[src/rtl/refill_pkg.sv]
package refill_pkg;

    typedef enum logic [1:0] {
        ORG_NARROW      = 2'd0,
        ORG_WIDE        = 2'd1,
        ORG_INTERLEAVED = 2'd2
    } mem_org_e;

    typedef enum logic [1:0] {
        PH_IDLE   = 2'd0,
        PH_ADDR   = 2'd1,
        PH_ACCESS = 2'd2,
        PH_XFER   = 2'd3
    } phase_e;

    localparam logic [31:0] FILL_MULT = 32'h9E37_79B1;
    localparam logic [31:0] FILL_MASK = 32'h5A5A_5A5A;

    // words moved to the cache per beat
    function automatic int beat_words(mem_org_e org, int bus_words);
        return (org == ORG_WIDE) ? bus_words : 1;
    endfunction

    // independent DRAM banks that can run an access at the same time
    function automatic int bank_count(mem_org_e org, int block_words);
        return (org == ORG_INTERLEAVED) ? block_words : 1;
    endfunction

    // penalty of one refill in cycles: address + accesses + transfers
    function automatic int refill_cycles(mem_org_e org, int block_words,
                                         int bus_words, int acc);
        int beats;
        beats = block_words / beat_words(org, bus_words);
        if (org == ORG_INTERLEAVED)
            return 1 + acc + block_words;
        return 1 + beats * (acc + 1);
    endfunction

    // DRAM contents loaded at reset
    function automatic logic [31:0] fill_pattern(logic [31:0] waddr);
        return (waddr * FILL_MULT) ^ FILL_MASK;
    endfunction

endpackage

[src/rtl/refill_store.sv]
module refill_store import refill_pkg::*; #(
    parameter mem_org_e ORG         = ORG_NARROW,
    parameter int       BLOCK_WORDS = 4,
    parameter int       BUS_WORDS   = 4,
    parameter int       MEM_WORDS   = 64,
    parameter int       DATA_W      = 32,
    localparam int      NB          = bank_count(ORG, BLOCK_WORDS),
    localparam int      RW          = beat_words(ORG, BUS_WORDS),
    localparam int      ROWS        = MEM_WORDS / (NB * RW),
    localparam int      ROW_W       = (ROWS > 1) ? $clog2(ROWS) : 1
) (
    input  logic                     clk,
    input  logic                     rst,
    input  logic                     capture,
    input  logic [ROW_W-1:0]         row_addr,
    output logic [NB*RW*DATA_W-1:0]  held
);

    // Each bank stores rows of RW words; word address = (row*RW + lane)*NB + bank,
    // so with several banks consecutive words fall in consecutive banks.
    for (genvar b = 0; b < NB; b++) begin : g_bank
        logic [RW*DATA_W-1:0] cells [ROWS];
        logic [RW*DATA_W-1:0] sense_q;

        always_ff @(posedge clk) begin
            if (rst) begin
                for (int r = 0; r < ROWS; r++) begin
                    for (int l = 0; l < RW; l++) begin
                        cells[r][l*DATA_W +: DATA_W] <=
                            DATA_W'(fill_pattern(32'((r * RW + l) * NB + b)));
                    end
                end
                sense_q <= '0;
            end else if (capture) begin
                // access completes: row lands in the bank output latch
                sense_q <= cells[row_addr];
            end
        end

        assign held[b*RW*DATA_W +: RW*DATA_W] = sense_q;
    end

endmodule

[src/rtl/refill_seq.sv]
module refill_seq import refill_pkg::*; #(
    parameter mem_org_e ORG         = ORG_NARROW,
    parameter int       BLOCK_WORDS = 4,
    parameter int       ACC_CYCLES  = 15,
    parameter int       NB          = 1,
    parameter int       RW          = 1,
    parameter int       BLK_W       = 4,
    parameter int       ROW_W       = 4,
    localparam int      NBEATS      = BLOCK_WORDS / RW,
    localparam int      BEAT_W      = (NBEATS > 1) ? $clog2(NBEATS) : 1,
    localparam int      WAIT_W      = (ACC_CYCLES > 1) ? $clog2(ACC_CYCLES) : 1
) (
    input  logic              clk,
    input  logic              rst,
    input  logic              req_valid,
    input  logic [BLK_W-1:0]  req_blk,
    output logic              req_ready,
    output logic              accept,
    output logic              capture,
    output logic [ROW_W-1:0]  row_addr,
    output logic              beat_valid,
    output logic [BEAT_W-1:0] beat_num,
    output logic              fill_done
);

    phase_e             phase;
    logic [WAIT_W-1:0]  wait_cnt;
    logic [BEAT_W-1:0]  beat;
    logic [BLK_W-1:0]   blk_q;
    logic               last_beat;

    assign last_beat  = (int'(beat) == NBEATS - 1);
    assign req_ready  = (phase == PH_IDLE);
    assign accept     = req_ready && req_valid;
    assign capture    = (phase == PH_ACCESS) && (wait_cnt == '0);
    assign beat_valid = (phase == PH_XFER);
    assign fill_done  = beat_valid && last_beat;
    assign beat_num   = beat;

    // row holding the next word(s) to fetch
    always_comb begin
        row_addr = ROW_W'((int'(blk_q) * BLOCK_WORDS + int'(beat) * RW) / (NB * RW));
    end

    always_ff @(posedge clk) begin
        if (rst) begin
            phase    <= PH_IDLE;
            wait_cnt <= '0;
            beat     <= '0;
            blk_q    <= '0;
        end else begin
            unique case (phase)
                PH_IDLE: begin
                    if (req_valid) begin
                        blk_q <= req_blk;
                        beat  <= '0;
                        phase <= PH_ADDR;
                    end
                end
                PH_ADDR: begin
                    wait_cnt <= WAIT_W'(ACC_CYCLES - 1);
                    phase    <= PH_ACCESS;
                end
                PH_ACCESS: begin
                    if (wait_cnt == '0) phase <= PH_XFER;
                    else                wait_cnt <= wait_cnt - 1'b1;
                end
                PH_XFER: begin
                    if (last_beat) begin
                        phase <= PH_IDLE;
                    end else begin
                        beat <= beat + 1'b1;
                        if (ORG != ORG_INTERLEAVED) begin
                            // one bank: every beat needs its own access
                            wait_cnt <= WAIT_W'(ACC_CYCLES - 1);
                            phase    <= PH_ACCESS;
                        end
                    end
                end
                default: phase <= PH_IDLE;
            endcase
        end
    end

endmodule

[src/rtl/refill_timer.sv]
module refill_timer #(
    parameter int CNT_W = 7
) (
    input  logic             clk,
    input  logic             rst,
    input  logic             start,
    input  logic             run,
    output logic [CNT_W-1:0] count
);

    // cycle k of a refill (address cycle = 1) shows count == k
    always_ff @(posedge clk) begin
        if (rst)        count <= '0;
        else if (start) count <= CNT_W'(1);
        else if (run)   count <= count + 1'b1;
    end

endmodule

[src/rtl/refill_ctrl.sv]
module refill_ctrl import refill_pkg::*; #(
    parameter mem_org_e ORG         = ORG_NARROW,
    parameter int       BLOCK_WORDS = 4,
    parameter int       BUS_WORDS   = 4,
    parameter int       ACC_CYCLES  = 15,
    parameter int       MEM_WORDS   = 64,
    parameter int       DATA_W      = 32,
    localparam int      BEAT_WORDS  = beat_words(ORG, BUS_WORDS),
    localparam int      BLK_W       = $clog2(MEM_WORDS / BLOCK_WORDS),
    localparam int      IDX_W       = $clog2(BLOCK_WORDS),
    localparam int      CNT_W       = $clog2(BLOCK_WORDS * (ACC_CYCLES + 1) + 2)
) (
    input  logic                         clk,
    input  logic                         rst,
    input  logic                         req_valid,
    input  logic [BLK_W-1:0]             req_blk,
    output logic                         req_ready,
    output logic                         beat_valid,
    output logic [IDX_W-1:0]             beat_idx,
    output logic [BEAT_WORDS*DATA_W-1:0] beat_data,
    output logic                         fill_done,
    output logic [CNT_W-1:0]             penalty
);

    localparam int NB      = bank_count(ORG, BLOCK_WORDS);
    localparam int NBEATS  = BLOCK_WORDS / BEAT_WORDS;
    localparam int BEAT_W  = (NBEATS > 1) ? $clog2(NBEATS) : 1;
    localparam int ROWS    = MEM_WORDS / (NB * BEAT_WORDS);
    localparam int ROW_W   = (ROWS > 1) ? $clog2(ROWS) : 1;
    localparam int EXP_PEN = refill_cycles(ORG, BLOCK_WORDS, BUS_WORDS, ACC_CYCLES);

    logic                             accept;
    logic                             capture;
    logic [ROW_W-1:0]                 row_addr;
    logic [BEAT_W-1:0]                beat_num;
    logic [NB*BEAT_WORDS*DATA_W-1:0]  held;

    refill_seq #(
        .ORG(ORG), .BLOCK_WORDS(BLOCK_WORDS), .ACC_CYCLES(ACC_CYCLES),
        .NB(NB), .RW(BEAT_WORDS), .BLK_W(BLK_W), .ROW_W(ROW_W)
    ) u_seq (
        .clk(clk), .rst(rst), .req_valid(req_valid), .req_blk(req_blk),
        .req_ready(req_ready), .accept(accept), .capture(capture),
        .row_addr(row_addr), .beat_valid(beat_valid), .beat_num(beat_num),
        .fill_done(fill_done)
    );

    refill_store #(
        .ORG(ORG), .BLOCK_WORDS(BLOCK_WORDS), .BUS_WORDS(BUS_WORDS),
        .MEM_WORDS(MEM_WORDS), .DATA_W(DATA_W)
    ) u_store (
        .clk(clk), .rst(rst), .capture(capture), .row_addr(row_addr), .held(held)
    );

    refill_timer #(.CNT_W(CNT_W)) u_timer (
        .clk(clk), .rst(rst), .start(accept),
        .run(!req_ready && !fill_done), .count(penalty)
    );

    // interleaved picks the bank by the low word-address bits (= word index)
    if (ORG == ORG_INTERLEAVED) begin : g_bank_mux
        assign beat_data = held[int'(beat_num)*DATA_W +: DATA_W];
    end else begin : g_row_pass
        assign beat_data = held;
    end

    assign beat_idx = IDX_W'(int'(beat_num) * BEAT_WORDS);

endmodule


[config.mk]
export PLATFORM = sky130hd
export DESIGN_NAME = refill_ctrl
export DESIGN_NICKNAME = d
export VERILOG_FILES = /design/src/rtl/refill_pkg.sv /design/src/rtl/refill_store.sv /design/src/rtl/refill_seq.sv /design/src/rtl/refill_timer.sv /design/src/rtl/refill_ctrl.sv
export SDC_FILE = /design/constraint.sdc
export NUM_CORES = 1
export LEC_CHECK = 0
export BUFFER_PORTS_ARGS = -buffer_cell sky130_fd_sc_hd__buf_2
export CAP_MARGIN = 10
export CELL_PAD_IN_SITES_DETAIL_PLACEMENT = 0
export CELL_PAD_IN_SITES_GLOBAL_PLACEMENT = 2
export CORE_ASPECT_RATIO = 0.9
export CORE_MARGIN = 1
export CORE_UTILIZATION = 34
export CTS_CLUSTER_DIAMETER = 200
export DETAILED_ROUTE_END_ITERATION = 10
export GPL_TIMING_DRIVEN = 1
export PLACE_DENSITY_LB_ADDON = 0.3
export SYNTH_ARGS = -nofsm -noshare
export SYNTH_HDL_FRONTEND = slang
export SYNTH_SLANG_ARGS = --single-unit
[constraint.sdc]
create_clock -name clk -period 3.53 [get_ports clk]
set_input_delay 0.353 -clock clk [delete_from_list [all_inputs] [get_ports clk]]
set_output_delay 0.353 -clock clk [all_outputs]
set_load 0.005 [all_outputs]
==> results.toml <==
[synthesis]
synth_edf_count = 0
dominantRegCellSynth = "dfxtp_1"
netlist_area_um2 = 4320
syn_area_per_cell_um2 = 7.32
ys_seq_elements = 51
postSynthCellCount = 590
synth.distinct_cells = 64
yosysSeqAreaShare_pct = 23.6
ys_async_sr_fraction_pct = 0
ys_warn_count = 0
synth_fp_nets = 611

[worst_setup_path]
crit_path_max_incr_delay_ns = 0.57
ff2ff_setup_slack_ns = 0.78
cp_num_cells = 7
endpoint_kind = "register"
cp_slowest_cell = "dfxtp_1"
crit_family = "flip-flops"
r2r_cells = 7
worstPathRequired_ns = 3.69
critical_path.cell_chain = "buf_4 -> ha_1 -> nor2b_1 -> a21o_1 -> mux4_2 -> a221oi_1 -> nor3_1"
critPathBufInv = 1
startpoint_type = "register"
crit_type = "register to register"
worstPathArrival_ns = 2.91
cp_max_fo = 19

[timing]
timing.hold.ws_ns = 0.287
layout_setup_ws_ns = 0.776
timing.final.max_slew_violations = 0
finClkSkew_ns = 0.00522
fin_crit_sh_pct = 78.0
maxSlewHeadroom_pct = 50.6
setup_viol = 0
tns_ns = 0
max_freq_mhz = 363
period_minus_slack_ns = 2.75
worstMarginPinSlew_ns = 0.742
hold_viol = 0
grt_setup_unrepaired = "no"

[detailed_routing]
vias = 4585
ant_nets = 0
drc_errors = 0
wl_um = 15300
first_pass_iters = 7
vias_per_cell = 6.09
wl_per_cell_um = 20.3
dr.first_iter.drc_count = 657

[clocking]
htreeDepth = 2
ctsHoldBuffers = 0
clock_sinks = 51
clkTransAtPathRegs_ns = 0.07
cts_tree = "built"
post_cts_resized = 0
clk_latency_ns = 0.30
cts_buffers = 5
cts-root-buf = "clkbuf_16"
clk_path_buf_depth = 2
cts_setup_buffers = 0

[global_routing]
gr-total-overflow = 0
use_met2_pct = 36.4
grt_pass1_vias = 4222
use_met1_pct = 32.7
busiest_layer = "met2"
antenna_found_initial = 0
grt_util_all_layers_pct = 23.7
grt_pass1_wl_um = 24000
grt_use_met3_pct = 4.34
grt_max_degree = 90

[cells_and_area]
diodes = 0
area_growth_pct = 9.18
drive_gt1_share_pct = 15.9
fin_cells = 753
fillCellCount = 1277
nets = 613

[place]
dpl.hpwl_um = 10200
io_buffers = 50
placedCellCount = 745
place.gp.congestion = 0.883
pre_cts_ws_ns = 0.793

[die]
fp-row-count = 38
initial_core_util_pct = 35.3
core_area_um2 = 12200
die_height_um = 109
ios = 51
die_area_um2 = 13200
die_w_um = 121

[run]
cap_violations = 0

[pwr]
total_power_mw = 1.76
power_density_nw_per_um2 = 373
peakVddDrop_mv = 0.180
p_leak_nw = 1.73

[hold_path]
hp-class = "input pin to register"
hold_depth = 3

[run_status]
outcome = "finished clean"
==> worst paths after layout <==
kind,from,end
setup / recovery,u_seq.beat_num[0],u_store.held[11]
hold / removal,req_blk[0],u_seq.blk_q[0]
setup reg to reg,u_seq.beat_num[0],u_store.held[11]
hold reg to reg,u_store.held[5],u_store.held[5]
==> kinds of logic after synthesis <==
kind of cell,after synthesis,synth area share (%)
adders and majority gates,15,4.29
and+or+nand+nor,216,24.4
xor gates and xnor gates,11,2.23
buffers and inverters,83,9.30
DFF,51,23.6
muxes,12,3.79
AOI/OAI and AO/OA,202,32.4
==> synth_stat cells, drive strengths merged, types with 5 or more instances <==
cell    instances  area share [%]
a31oi           7             1.0
o21ai          28             3.2
dfxtp          51              24
buf            43             5.8
nor2b          20             2.9
nor2           48             4.2
a211oi         22             3.8
a211o           7             1.4
and3            6            0.87
nand2b         19             2.8
a21o            5            0.87
inv            11            0.96
nand2          60             5.2
clkbuf         27             2.3
o22ai           6            0.87
nand3          13             1.5
ha             14             4.1
nor3           27             3.1
a311oi         11             2.2
o31ai           6             1.0
o211ai         18             3.1
a21oi          48             5.6
o221ai          6             1.2
xnor2           7             1.4
nand3b          5            0.87
mux2            5             1.3
a22oi           5            0.87
==> report_power, final <==
group | internal (mW) | leakage, nW | switching, mW
registers | 0.625 | 0.416 | 0.0473
clock network | 0.284 | 0.0731 | 0.237
logic | 0.218 | 1.24 | 0.347
total | 1.13 | 1.73 | 0.632
==> tightest hold or removal path, stage by stage <==
cell	delay, ns
buf_2	0.10
nand2_1	0.04
a21oi_1	0.05
==> final cells by class <==
type | instances | area, um^2 | area share (%)
timing repair buffer | 65 | 388 | 8.22
sequential | 51 | 1020 | 21.7
clock inverter | 2 | 16.3 | 0.345
clock buffer | 6 | 139 | 2.95
inverter | 13 | 48.8 | 1.03
tap | 160 | 200 | 4.25
multi-input combinational | 456 | 2900 | 61.5
==> flip-flops by register name (all words and copies together) (netlist names) <==
| name | count |
|---|---|
| u_seq.phase | 2 |
| u_seq.beat_num | 2 |
| u_seq.wait_cnt | 4 |
| u_timer.count | 7 |
| u_seq.blk_q | 4 |
| u_store.held | 32 |
==> layout by cell type, fill, tap and decap left out, types with 10 or more instances in the layout <==
master | Yosys | final
ha_1 | 14 | 14
buf_4 | 7 | 13
nand3_1 | 13 | 13
nand2b_1 | 19 | 19
nor2_1 | 47 | 47
a21oi_1 | 48 | 48
a211oi_1 | 22 | 22
nor3_1 | 27 | 27
o21ai_0 | 28 | 28
nor2b_1 | 20 | 19
nand2_1 | 60 | 60
inv_1 | 10 | 10
dfxtp_1 | 51 | 48
buf_2 | 33 | 50
a311oi_1 | 11 | 11
o211ai_1 | 18 | 18
==> metrics by stage <==
step / util [%] / cell area (um^2)
floorplan: - / 4320
global placement: 37.3 / 4560
detailed placement: 37.3 / 4560
CTS: 38.6 / 4720
global route: 38.6 / 4720
finish: 38.6 / 4720
==> metal layers <==
layer | wire length, um | vias to the layer above
met3 | 1040 | 18
met5 | 0 | -
li1 | - | 2164
met2 | 6950 | 198
met1 | 6990 | 2205
met4 | 310 | 0
(Power assumes the default switching activity.)
